[src/rtl/addsub_pkg.sv]
package addsub_pkg;
  typedef enum logic [1:0] {
    OP_ADD      = 2'b00,
    OP_SUB      = 2'b01,
    OP_TO_XS3   = 2'b10,
    OP_FROM_XS3 = 2'b11
  } op_e;
endpackage

[src/rtl/addsub_opsel.sv]
// Chooses the adder's second operand and carry-in from the mode.
module addsub_opsel
  import addsub_pkg::*;
#(
  parameter int W = 4
) (
  input  op_e          op_i,
  input  logic [W-1:0] b_i,
  output logic [W-1:0] b_eff_o,
  output logic         cin_o
);
  localparam logic [W-1:0] XS3_BIAS = W'(3);

  logic [W-1:0] raw;
  logic         invert;

  always_comb begin
    raw    = b_i;
    invert = 1'b0;
    unique case (op_i)
      OP_ADD:      begin raw = b_i;      invert = 1'b0; end
      OP_SUB:      begin raw = b_i;      invert = 1'b1; end
      OP_TO_XS3:   begin raw = XS3_BIAS; invert = 1'b0; end
      OP_FROM_XS3: begin raw = XS3_BIAS; invert = 1'b1; end
      default:     begin raw = b_i;      invert = 1'b0; end
    endcase
  end

  // The complementing path is an XOR with the invert control on every bit.
  assign b_eff_o = raw ^ {W{invert}};
  assign cin_o   = invert;

  // Constant-operand modes must never pass b_i through.
  always_comb begin
    if (op_i == OP_TO_XS3)
      assert_const_to_R5: assert (b_eff_o == XS3_BIAS && !cin_o)
        else $error("to-xs3 operand not constant");
    if (op_i == OP_FROM_XS3)
      assert_const_from_R6: assert ((b_eff_o ^ XS3_BIAS) == {W{1'b1}} && cin_o)
        else $error("from-xs3 operand not complemented constant");
  end
endmodule

[src/rtl/addsub_ripple.sv]
// Ripple-carry adder built from a generated chain of full adders.
module addsub_ripple #(
  parameter int W = 4
) (
  input  logic [W-1:0] a_i,
  input  logic [W-1:0] b_i,
  input  logic         cin_i,
  output logic [W-1:0] sum_o,
  output logic         cout_o
);
  logic [W:0] c;
  assign c[0] = cin_i;

  for (genvar k = 0; k < W; k++) begin : g_fa
    logic p, g;
    assign p        = a_i[k] ^ b_i[k];
    assign g        = a_i[k] & b_i[k];
    assign sum_o[k] = p ^ c[k];
    assign c[k+1]   = g | (p & c[k]);
  end

  assign cout_o = c[W];

  always_comb begin
    assert_chain_R1: assert ({cout_o, sum_o} ==
                             ({1'b0, a_i} + {1'b0, b_i} + {{W{1'b0}}, cin_i}))
      else $error("ripple chain sum mismatch");
  end
endmodule

[src/rtl/addsub_post.sv]
// Sign, magnitude and code-range flag derived from the adder result.
module addsub_post
  import addsub_pkg::*;
#(
  parameter int W = 4
) (
  input  op_e          op_i,
  input  logic [W-1:0] a_i,
  input  logic [W-1:0] sum_i,
  input  logic         cout_i,
  output logic         neg_o,
  output logic [W-1:0] mag_o,
  output logic         code_bad_o
);
  localparam logic [W-1:0] BCD_MAX = W'(9);
  localparam logic [W-1:0] XS3_MIN = W'(3);
  localparam logic [W-1:0] XS3_MAX = W'(12);
  localparam logic [W-1:0] ONE     = W'(1);

  assign neg_o = (op_i == OP_SUB) && !cout_i;
  assign mag_o = neg_o ? ((~sum_i) + ONE) : sum_i;

  always_comb begin
    unique case (op_i)
      OP_TO_XS3:   code_bad_o = (a_i > BCD_MAX);
      OP_FROM_XS3: code_bad_o = (a_i < XS3_MIN) || (a_i > XS3_MAX);
      default:     code_bad_o = 1'b0;
    endcase
  end

  always_comb begin
    assert_mag_R4: assert (!neg_o || ((mag_o + sum_i) == '0 && mag_o != '0))
      else $error("magnitude is not the negation of a negative result");
    assert_sign_R3: assert (!neg_o || op_i == OP_SUB)
      else $error("sign flag outside subtract mode");
    assert_flag_R7: assert (!code_bad_o || op_i[1])
      else $error("code flag in arithmetic mode");
  end
endmodule

[src/rtl/addsub_codeconv.sv]
module addsub_codeconv
  import addsub_pkg::*;
#(
  parameter int W = 4
) (
  input  logic [W-1:0] a_i,
  input  logic [W-1:0] b_i,
  input  logic [1:0]   mode_i,
  output logic [W-1:0] sum_o,
  output logic         carry_o,
  output logic         neg_o,
  output logic [W-1:0] mag_o,
  output logic         code_bad_o
);
  localparam logic [W-1:0] XS3_BIAS = W'(3);

  op_e          op;
  logic [W-1:0] b_eff;
  logic         cin;

  assign op = op_e'(mode_i);

  addsub_opsel #(.W(W)) u_opsel (
    .op_i(op), .b_i(b_i), .b_eff_o(b_eff), .cin_o(cin)
  );

  addsub_ripple #(.W(W)) u_adder (
    .a_i(a_i), .b_i(b_eff), .cin_i(cin), .sum_o(sum_o), .cout_o(carry_o)
  );

  addsub_post #(.W(W)) u_post (
    .op_i(op), .a_i(a_i), .sum_i(sum_o), .cout_i(carry_o),
    .neg_o(neg_o), .mag_o(mag_o), .code_bad_o(code_bad_o)
  );

  always_comb begin
    if (op == OP_SUB) begin
      assert_sub_R2: assert (sum_o == W'(a_i - b_i) && carry_o == (a_i >= b_i))
        else $error("subtract result wrong");
    end
    if (op == OP_TO_XS3) begin
      assert_to_R5: assert (sum_o == W'(a_i + XS3_BIAS))
        else $error("bcd to xs3 wrong");
    end
    if (op == OP_FROM_XS3) begin
      assert_from_R6: assert (sum_o == W'(a_i - XS3_BIAS) && carry_o == (a_i >= XS3_BIAS))
        else $error("xs3 to bcd wrong");
    end
  end
endmodule

[config.mk]
export PLATFORM = sky130hd
export DESIGN_NAME = addsub_codeconv
export DESIGN_NICKNAME = d
export VERILOG_FILES = /design/src/rtl/addsub_pkg.sv /design/src/rtl/addsub_opsel.sv /design/src/rtl/addsub_ripple.sv /design/src/rtl/addsub_post.sv /design/src/rtl/addsub_codeconv.sv
export SDC_FILE = /design/constraint.sdc
export NUM_CORES = 1
export LEC_CHECK = 0
export BUFFER_PORTS_ARGS = -buffer_cell sky130_fd_sc_hd__buf_2
export CAP_MARGIN = 20
export CORE_AREA = 2 2 39 41
export DETAILED_ROUTE_END_ITERATION = 12
export DIE_AREA = 0 0 41 43
export GPL_TIMING_DRIVEN = 0
export PLACE_DENSITY = 0.64
export SLEW_MARGIN = 5
export SYNTH_ARGS = -nofsm -noshare
export SYNTH_HDL_FRONTEND = slang
export SYNTH_HIERARCHICAL = 1
export SYNTH_SLANG_ARGS = --single-unit
[constraint.sdc]
create_clock -name vclk -period 2
set_input_delay 0 -clock vclk [all_inputs]
set_output_delay 0 -clock vclk [all_outputs]
set_load 0.01 [all_outputs]
==> summary by stage, run 1 <==
Run status
The run finished, with violations left. The final reports fail on setup timing.

Run
The total of max-cap violations is 0.

Critical path
The cell with the most instances on the worst path is sky130_fd_sc_hd__fa_2. The critical path in this run is classified as in -> out. Grouping stages by cell kind, the critical path spends the most delay in adder cells.

The maximum net fanout on the critical path is 4. The delay of the slowest critical-path stage is 340 ps. STA puts the critical path data arrival time at 2190 ps. Walking the worst path, the cells encountered are buf_12 -> nor2_4 -> xnor2_2 -> inv_1 -> fa_2 -> inv_2 -> fa_2 -> fa_2 -> inv_2 -> fa_2 -> inv_2 -> nor3b_4 -> nand2b_1 -> xnor2_2 -> buf_2. The worst path required time is about 2000 ps.

The worst setup path is launched from a primary input. The kind of end point of the critical path is an output port. The combined buffer and inverter count along the critical path is 6. Among all stages on the critical path, the largest delay is contributed by sky130_fd_sc_hd__fa_2.

Detailed routing
The number of remaining DRC errors is 0. The routed wire length per instance is 8.00 microns. After detailed routing, the number of vias per cell comes to 4.13.

The detailed router finished its first iteration with 3 violations. The detail route stage leaves a number of antenna-violating nets equal to 0. The detailed-route via count is 359. The routed design has 696 microns of wire. The number of iterations in the first detailed-routing pass is 4.

Placement
The number of I/O port buffers is 21. The cell total after placement is 80. The last weighted congestion value of the routability-driven placer is between 0.7 and 0.8. After detailed placement, the total cell area comes to ~470 sq um. Detailed placement finished with a half-perimeter wire length of 615 microns.

Pwr
In this run the power density over the cells is 456 nW/um^2. The completed layout was analyzed and its total power is 263 uW. The peak supply drop is 0.153 mV. The leakage power of the design is 0.306 nW.

Die
The die is 41 microns wide. After floorplanning, the core was sized to cover between 1000 and 1500 sq um. The top-level I/O count is 21. The number of placement rows is 14. The die footprint is 1760 sq um. The floorplan step set the die height to 43 microns.

The effective utilization at floorplan is 0.230.

GRT
The number of global-route vias before repair came to 279. The first global-routing pass estimated 1110 microns of wire. The remaining global-route overflow is 0. For this run, global-route usage on met1 was measured as 0.127.

The total global-route track usage is 0.0826. For met2 alone, demand over resource in global routing was 0.134. The initial antenna violation count was 0. Entering global routing, the biggest net connects 7 pins. For met3 alone, demand over resource in global routing was 0. The global-route layer with the greatest usage is met2.

STA
Subtracting the final worst setup slack from the clock period gives between 2000 and 2500 ps. The share of the clock period used by the worst path after layout is 1.09. The setup-violating endpoint count in the final report is 4. Setup repair after global routing could not meet its margin everywhere. For the pin with the worst max-slew slack, the measured transition is between 200 and 300 ps. The worst slew slack as a fraction of its limit is 0.827.

The number of failing hold endpoints at the final stage was 0. The total count of max-transition violations in the final report is 0. Hold timing on the final database bottoms out at a slack of 333 ps. Once routing completed, OpenROAD measured the worst setup slack at -185 ps. The fmax is 0.458 GHz.

Cells and area
The sequential cell count is 0. The proportion of layout cells with a drive suffix above 1 is 0.634. The layout overhead on the synthesized area is 81.5%. The library cell used most frequently in the layout, excluding fill and tap cells, is sky130_fd_sc_hd__buf_2. The area taken by flip-flops and latches is 0 sq um. For this run, the post-layout net count is 88. Leaving out fill and tap cells, the most frequent cells in the layout are sky130_fd_sc_hd__buf_2 (17), sky130_fd_sc_hd__inv_1 (11), sky130_fd_sc_hd__buf_4 (9).

The non-filler instance count after layout is 87. The number of antenna cells inserted is 0. The final-layout clock buffer total is 0. Summing all non-filler instances in the final layout gives an area of around 580 sq um.

Logic synthesis
Averaged over all synthesized cells, the footprint is 7.39 sq um. The area fraction of the dominant cell type after synthesis is 0.252. Synthesis produced 43 cells. The number of different library cells in the post-synthesis netlist is 16. The number of nets handed over by synthesis was between 50 and 60.

The count of yosys warnings during synthesis is 6. Of the synthesized area, sequential elements account for 0. The largest area contributor in the netlist is sky130_fd_sc_hd__fa_1.

The post-synthesis instance area is 318 sq um. After synthesis, the cell types taking the most area are sky130_fd_sc_hd__fa_1 (25%), sky130_fd_sc_hd__inv_1 (18%), sky130_fd_sc_hd__xnor2_1 (17%), sky130_fd_sc_hd__nand2b_1 (5.9%), sky130_fd_sc_hd__nor3b_4 (5.9%).

Worst hold path
The class of the tightest hold or removal check is in -> out.
-- Yosys cell counts --
master	instances
sky130_fd_sc_hd__ha_1	1
sky130_fd_sc_hd__xnor2_1	6
sky130_fd_sc_hd__nand2_1	2
sky130_fd_sc_hd__clkbuf_1	1
sky130_fd_sc_hd__a211oi_1	1
sky130_fd_sc_hd__nor2_1	2
sky130_fd_sc_hd__a2111oi_2	1
sky130_fd_sc_hd__o31ai_1	2
sky130_fd_sc_hd__buf_4	1
sky130_fd_sc_hd__o21ai_0	1
sky130_fd_sc_hd__a21oi_1	1
sky130_fd_sc_hd__buf_2	1
sky130_fd_sc_hd__nand2b_1	3
sky130_fd_sc_hd__fa_1	4
sky130_fd_sc_hd__inv_1	15
sky130_fd_sc_hd__nor3b_4	1
-- through the flow --
stage	TNS (ps)	setup slack, ps	utilization
after floorplan	-304	-168	-
after global placement	-1010	-330	0.341
after detailed placement	-1160	-362	0.341
after CTS	-908	-286	0.402
after global routing	-1110	-369	0.417
final	-541	-185	0.417
-- where the power goes --
group          switching, mW  leakage, nW  internal [mW]
registers                  0            0              0
clock network              0            0              0
logic                  0.126        0.306          0.137
-- layout make-up --
type	count	area [sq um]
buffer	2	11.3
fill	148	807
inverter	15	56.3
multi-input combinational	25	287
timing repair buffer	29	203
tap	16	20.0
-- tightest hold or removal path, cell delays in order --
cell	delay [ps]
sky130_fd_sc_hd__buf_2	130
sky130_fd_sc_hd__a2111oi_2	70
sky130_fd_sc_hd__buf_2	130
-- timing repair --
item / in CTS / in global routing
pin swaps: 1 / 4
setup endpoints to repair: 5 / 5
buffers inserted: 5 / 3
hold buffers: 0 / 0
resized for setup: 14 / 2
endpoints found under the hold margin: 0 / 0
-- worst paths after layout --
kind | from | to | cells after the start
worst max-delay path | mode_i[1] | mag_o[2] | 15
worst min-delay path | a_i[2] | code_bad_o | 3
-- layer usage --
| layer | up-vias | share of wire |
|---|---|---|
| li1 | 180 | - |
| met1 | 161 | 0.46 |
| met2 | 18 | 0.45 |
| met3 | 0 | 0.091 |
| met4 | 0 | 0 |
| met5 | - | 0 |
-- cells by family after synthesis --
kind of cell / count (synthesis) / synth area share
buffers and inverters: 18 / 0.228
and+or+nand+nor: 8 / 0.165
AOI/OAI and AO/OA: 6 / 0.150
xor gates and xnor gates: 6 / 0.165
adders and majority gates: 5 / 0.291
Note: power is estimated with default switching activity, not from simulation.
==> run 2: changes to the inputs <==
Settings changed: CORE_AREA 2 2 39 41 to 5 5 42 44, DIE_AREA 0 0 41 43 to 0 0 47 49, PLACE_DENSITY 0.64 to 0.62, SYNTH_HIERARCHICAL 1 to default.
==> summary by stage, run 2 <==
Logic synthesis
The synthesized netlist cell count is 39 (-9.3%). The most repeated cell in the gate-level netlist after synthesis is sky130_fd_sc_hd__inv_1. The average instance area after synthesis is 7.57 sq um (+2.4%). Ranked by total cell area, the synthesized netlist is headed by sky130_fd_sc_hd__fa_1 (20%), sky130_fd_sc_hd__xnor2_1 (8.9%), sky130_fd_sc_hd__inv_1 (7.6%), sky130_fd_sc_hd__a21oi_1 (5.1%), sky130_fd_sc_hd__buf_4 (5.1%). The sequential fraction of the synthesis area was 0 (unchanged). The largest area contributor in the netlist is sky130_fd_sc_hd__fa_1.

The number of different library cells in the post-synthesis netlist came to 25 (+9). The count of yosys warnings during synthesis was 0 (-6). The post-synthesis instance area was 295 sq um (-7.1%). The post-synth net total is 53 (-8.6%). After synthesis, the most frequently instantiated cells are sky130_fd_sc_hd__inv_1 (6), sky130_fd_sc_hd__a21oi_1 (3), sky130_fd_sc_hd__fa_1 (3), sky130_fd_sc_hd__nor2_1 (3), sky130_fd_sc_hd__xnor2_1 (3). The area fraction of the dominant cell type after synthesis is 0.203 (-0.0486).

Die
The top-level I/O count is 21 (unchanged). The height of the die came to 49 microns (+14%). The horizontal extent of the die is 47 microns (+15%). The die footprint is 2300 sq um (+31%). The area of the core came to 1400 sq um (+1.3%). The effective utilization at floorplan is 0.211 (-0.0189). The number of placement rows is 14 (unchanged).

Detailed routing
The number of iterations in the first detailed-routing pass was 4 (unchanged). The number of nets still failing antenna checks after routing is 0 (unchanged). The detailed-route vias per instance was 4.42 (+7.1%). The routed wire length per instance is 10.1 microns (+26%). The number of remaining DRC errors is 0 (unchanged). The total detailed-routing wirelength was 817 microns (+17%). The starting DRC count in detailed routing was 6 (+3). The detailed-route via count is 358 (-0.28%).

Cells and area
The non-filler instance count after layout came to 81 (-6.9%). The library cells used most frequently in the layout, excluding fill and tap cells, are sky130_fd_sc_hd__buf_2 (18), sky130_fd_sc_hd__buf_4 (7), sky130_fd_sc_hd__inv_1 (5). The layout overhead on the synthesized area is 75.4%.

The number of antenna cells inserted is 0 (unchanged). The sequential cell count is 0 (unchanged). The final-layout clock buffer total was 0 (unchanged). The area taken by flip-flops and latches came to 0 sq um (unchanged).

The proportion of layout cells with a drive suffix above 1 is 0.631 (-0.00303). The number of nets in the final layout is 81 (-8.0%). The commonest non-fill, non-tap cell in the layout is sky130_fd_sc_hd__buf_2. The core occupancy in the finished layout is 0.370 (-0.0472).

The final instance area is 518 sq um (-10%).

Critical path
The last element of the critical path is mag_o[3]. The category of the most critical setup path is in -> out. The critical path goes through buf_8 -> o21a_1 -> a21oi_2 -> fa_2 -> fa_2 -> inv_2 -> fa_2 -> or3b_4 -> inv_2 -> mux2i_1 -> o311ai_2 -> buf_2. The critical path data arrival time is 2190 ps (about the same). STA classifies the critical path startpoint as a primary input. The delay of the slowest critical-path stage came to 410 ps (+70 ps). The most critical setup path has its startpoint at mode_i[1]. The maximum net fanout on the critical path was 7 (+3). The worst path required time is 2000 ps (about the same).

The kind of end point of the critical path is an output port. The cell with the most instances on the worst path is sky130_fd_sc_hd__fa_2. The cell with the largest stage delay on the worst path is sky130_fd_sc_hd__or3b_4.

GRT
The maximum number of pins on one net before global-route repair was 9 (+2). The wire length of the first global-routing pass is 1210 microns (+8.7%). The total global-route track usage is 0.0641 (-0.0184).

The remaining global-route overflow is 0 (unchanged). The number of global-route vias before repair is 295 (+5.7%). The initial antenna violation count is 0 (unchanged).

STA
The transition time of the tightest slew-check pin is 240 ps (-17.4 ps). The final critical path time including I/O delays and setup is 2190 ps (+1.07 ps). Setup repair after global routing could not meet its margin everywhere.

The total count of max-transition violations in the final report is 0 (unchanged). The share of the clock period used by the worst path after layout is 1.09 (about the same). The setup-violating endpoint count in the final report came to 3 (-1). The final hold slack is 353 ps (+19.9 ps).

The worst slew slack as a fraction of its limit is 0.839 (+0.0118). The worst setup margin is -187 ps (-1.07 ps). The number of failing hold endpoints at the final stage is 0 (unchanged). The fmax is 0.457 GHz (about the same).

Pwr
The peak supply drop is 0.164 mV (+6.8%). The total power consumption of the routed design is 233 uW (-11%). The power density over cell area is 450 nW/um^2 (-1.4%). The leakage power of the design is 0.254 nW (-17%).

Placement
The last weighted congestion value of the routability-driven placer is 0.700 (-2.5%). The estimated wirelength of the detail-placed design is 669 microns (+8.7%). The number of I/O port buffers was 20 (-4.8%). The post-placement cell area was 425 sq um (-9.8%). The cell total after placement is 75 (-6.3%).

Run status
The final reports fail on setup timing. The run finished, with violations left.

Worst hold path
The startpoint identified for the worst hold timing path is mode_i[1]. In this run the worst hold path is classified as in -> out.

Run
The total of max-cap violations is 0 (unchanged).

Clocking
The count of hold buffers inserted by post-cts repair is 0 (unchanged).
run 2: area by class of cell:
cell class,instances,area (sq um)
Tap cell,16,20.0
Multi-Input combinational cell,30,292
Timing Repair Buffer,26,165
Inverter,7,26.3
Fill cell,156,883
Buffer,2,15.0
run 2: kinds of logic after synthesis:
group	share of synthesized area
AOI/OAI and AO/OA	0.225
muxes	0.0339
xor gates and xnor gates	0.119
adders and majority gates	0.246
and+or+nand+nor	0.237
buffers and inverters	0.140
run 2: metrics by stage:
stage                     setup slack, ps  TNS, ps
final                                -187     -315
after global routing                 -264     -501
after CTS                            -183     -353
after detailed placement             -250     -351
after global placement               -233     -269
after floorplan                      4.96        0
run 2: worst min path at each step:
stage,end,depth (start not counted)
floorplan,code_bad_o,2
global placement,code_bad_o,4
detailed placement,code_bad_o,4
CTS,code_bad_o,4
global route,code_bad_o,4
finish,code_bad_o,4
run 2: per-layer routing:
| layer | vias up | wire (microns) | part of all wire | GRT usage |
|---|---|---|---|---|
| met4 | 0 | 0 | 0 | 0 |
| met3 | 0 | 88 | 0.11 | 0 |
| met2 | 19 | 393 | 0.48 | 0.109 |
| li1 | 181 | - | - | - |
| met5 | - | 0 | 0 | 0 |
| met1 | 158 | 335 | 0.41 | 0.0947 |
run 2: worst max-delay path, delay by kind of cell:
kind | cells | cell delay, ps
buf+inv | 4 | 390
mux | 1 | 200
compound gates | 3 | 450
simple gates | 1 | 410
fa+ha+maj | 3 | 750
run 2: where the power goes:
group          internal, mW  total (mW)  switching (mW)
sequential                0           0               0
clock                     0           0               0
combinational         0.116       0.233           0.117
run 2: repair_timing:
action / CTS / global route
setup buffers: 4 / 2
endpoints found under the setup margin: 3 / 3
gates resized for setup: 13 / 1
pin swaps: 7 / 5
==> run 3: changes to the inputs <==
Settings changed: BUFFER_PORTS_ARGS -buffer_cell sky130_fd_sc_hd__buf_2 to -buffer_cell sky130_fd_sc_hd__buf_4, GPL_TIMING_DRIVEN 0 to 1, PLACE_DENSITY 0.62 to 0.61.
Clock period 2 ns to 2.52 ns, I/O delays scaled along.
==> summary by stage, run 3 (synthesis results as in run 2) <==
Detailed routing
The wire length on met3 is 75 microns (-15%). The wire length on met2 was 352 microns (-10%). The number of remaining DRC errors was 0 (unchanged).

The number of nets still failing antenna checks after routing came to 0 (unchanged). The total detailed-routing wirelength is 760 microns (-7.0%). Routed signal wires occupy layers up through met3. The length of routed wiring on met1 is 331 microns (-1.2%).

The number of iterations in the first detailed-routing pass is 2 (-2). The routed wire length per instance came to 10.3 microns (+1.8%). The detailed-route via count is 331 (-7.5%). The detailed-route vias per instance is 4.47 (+1.2%). The starting DRC count in detailed routing is 3 (-3).

Run
The total of max-cap violations was 0 (unchanged).

Critical path
The worst path required time is 2520 ps (+520 ps). The maximum net fanout on the critical path is 8 (+1). The combined buffer and inverter count along the critical path is 4 (unchanged).

The critical path data arrival time is 2280 ps (+90 ps). The start point of the critical path is mode_i[1]. The kind of end point of the critical path is an output port. The category of the most critical setup path is in -> out. The number of cells on the critical path is 12 (unchanged). The cell with the most instances on the worst path is sky130_fd_sc_hd__fa_1. Walking the worst path, the cells encountered are buf_4 -> o21a_1 -> a21oi_1 -> fa_1 -> fa_1 -> inv_1 -> fa_1 -> or3b_4 -> inv_2 -> mux2i_1 -> o311ai_1 -> buf_4. The delay of the slowest critical-path stage is 420 ps (about the same).

The cell with the largest stage delay on the worst path is sky130_fd_sc_hd__or3b_4. The cell family contributing the most delay on the critical path is adder cells. The sort of element at the start of the critical path is a primary input.

Worst hold path
In this run the most critical hold path is launched from a_i[1]. The tightest min-delay check is of the in -> out type. The hold path depth was 4 (unchanged).

Clocking
The number of resized instances in the post-cts repair step was 0 (-13). The count of hold buffers inserted by post-cts repair is 0 (unchanged). The setup fix buffers added after clock tree synthesis is 0 (-4).

STA
The total count of max-transition violations in the final report came to 0 (unchanged). The setup-violating endpoint count in the final report is 0 (-3). The number of failing hold endpoints at the final stage is 0 (unchanged). The final hold slack is 389 ps (+35.9 ps).

Setup repair after global routing left no endpoint under its margin. The transition time of the tightest slew-check pin is 255 ps (+14.8 ps). The final-layout setup total negative slack is 0 ps (+315 ps). In the finished design, the share of the clock period the worst path needs comes to 0.906.

The final critical path time including I/O delays and setup is approximately 2300 ps. The worst slew slack as a fraction of its limit is 0.828 (-0.0113). The fmax is 0.438 GHz.

GRT
The remaining global-route overflow is 0 (unchanged). The initial antenna violation count is 0 (unchanged). The total global-route track usage came to 0.0613 (-0.00282). The number of global-route vias before repair is 270 (-8.5%). The maximum number of pins on one net before global-route repair came to 9 (unchanged). The wire length of the first global-routing pass was 1150 microns (-5.1%).

Placement
The estimated wirelength of the detail-placed design is 685 microns (+2.4%). The number of I/O port buffers is 21 (+5.0%). The last weighted congestion value of the routability-driven placer is 0.736 (+5.2%).

Cells and area
The sequential cell count was 0 (unchanged). The number of antenna cells inserted is 0 (unchanged). The number of nets in the final layout is 74 (-8.6%). The area taken by flip-flops and latches is 0 sq um (unchanged). The commonest non-fill, non-tap cell in the layout is sky130_fd_sc_hd__buf_4. The top cell types in the final layout, fill and taps aside, are sky130_fd_sc_hd__buf_4 (21), sky130_fd_sc_hd__inv_1 (6). The final-layout clock buffer total is 0 (unchanged). The area growth from synthesis to layout is 55.1%. The proportion of layout cells with a drive suffix above 1 is 0.431 (-0.200).

Die
The die footprint is 2300 sq um (unchanged). The horizontal extent of the die is 47 microns (unchanged). The number of placement rows is 14 (unchanged). The effective utilization at floorplan was 0.211 (unchanged). The area of the core came to 1400 sq um (unchanged).

The height of the die was 49 microns (unchanged). The top-level I/O count is 21 (unchanged).

Pwr
The peak supply drop is 0.104 mV (-36%). The power density over cell area is 379 nW/um^2 (-16%). The leakage power of the design came to 0.231 nW (-9.2%).

Run status
The flow ran to the end, and the final reports show no timing, DRC or antenna violations.
[run 3: cell count changes in the layout (fill, tap and decap cells not counted), moves of 2 or more]
cell | previous run | this run
sky130_fd_sc_hd__fa_2 | 3 | 0
sky130_fd_sc_hd__buf_2 | 18 | 0
sky130_fd_sc_hd__a21oi_1 | 1 | 3
sky130_fd_sc_hd__a21oi_2 | 2 | 0
sky130_fd_sc_hd__fa_1 | 0 | 3
sky130_fd_sc_hd__nor2_4 | 2 | 0
sky130_fd_sc_hd__buf_4 | 7 | 21
sky130_fd_sc_hd__buf_6 | 2 | 0
sky130_fd_sc_hd__nor2_1 | 1 | 3
[run 3: cell type report]
class	instances	area, sq um
well taps	16	20.0
multi-input cells	30	254
fillers	164	943
inverters	7	26.3
repair buffers	21	158
[run 3: worst paths after layout]
| path | to | slack, ps |
|---|---|---|
| max | mag_o[3] | 240 |
| min | code_bad_o | 390 |
[run 3: metrics by stage]
step                      utilization  total power, mW  area [sq um]  setup slack (ps)  std cells
after floorplan                     -           0.0992           295               437         39
after global placement          0.327            0.175           458               306         74
after detailed placement        0.327            0.176           458               240         74
after CTS                       0.327            0.176           458               236         74
after global routing            0.327            0.190           458              90.4         74
final                           0.327            0.174           458               236         74
[run 3: power breakdown]
part / switching, mW / leakage, nW / internal, mW
registers: 0 / 0 / 0
clock network: 0 / 0 / 0
logic: 0.0824 / 0.231 / 0.0912
total: 0.0824 / 0.231 / 0.0912
[run 3: metal layers]
layer	global-route usage	up-vias
li1	-	168
met1	0.0837	150
met2	0.104	13
met3	0.0111	0
met4	0	0
met5	0	-
[run 3: tightest hold or removal path: cells and delay by family]
family | cells | cell delay [ps]
AOI/OAI and AO/OA | 2 | 170
buffers and inverters | 2 | 220
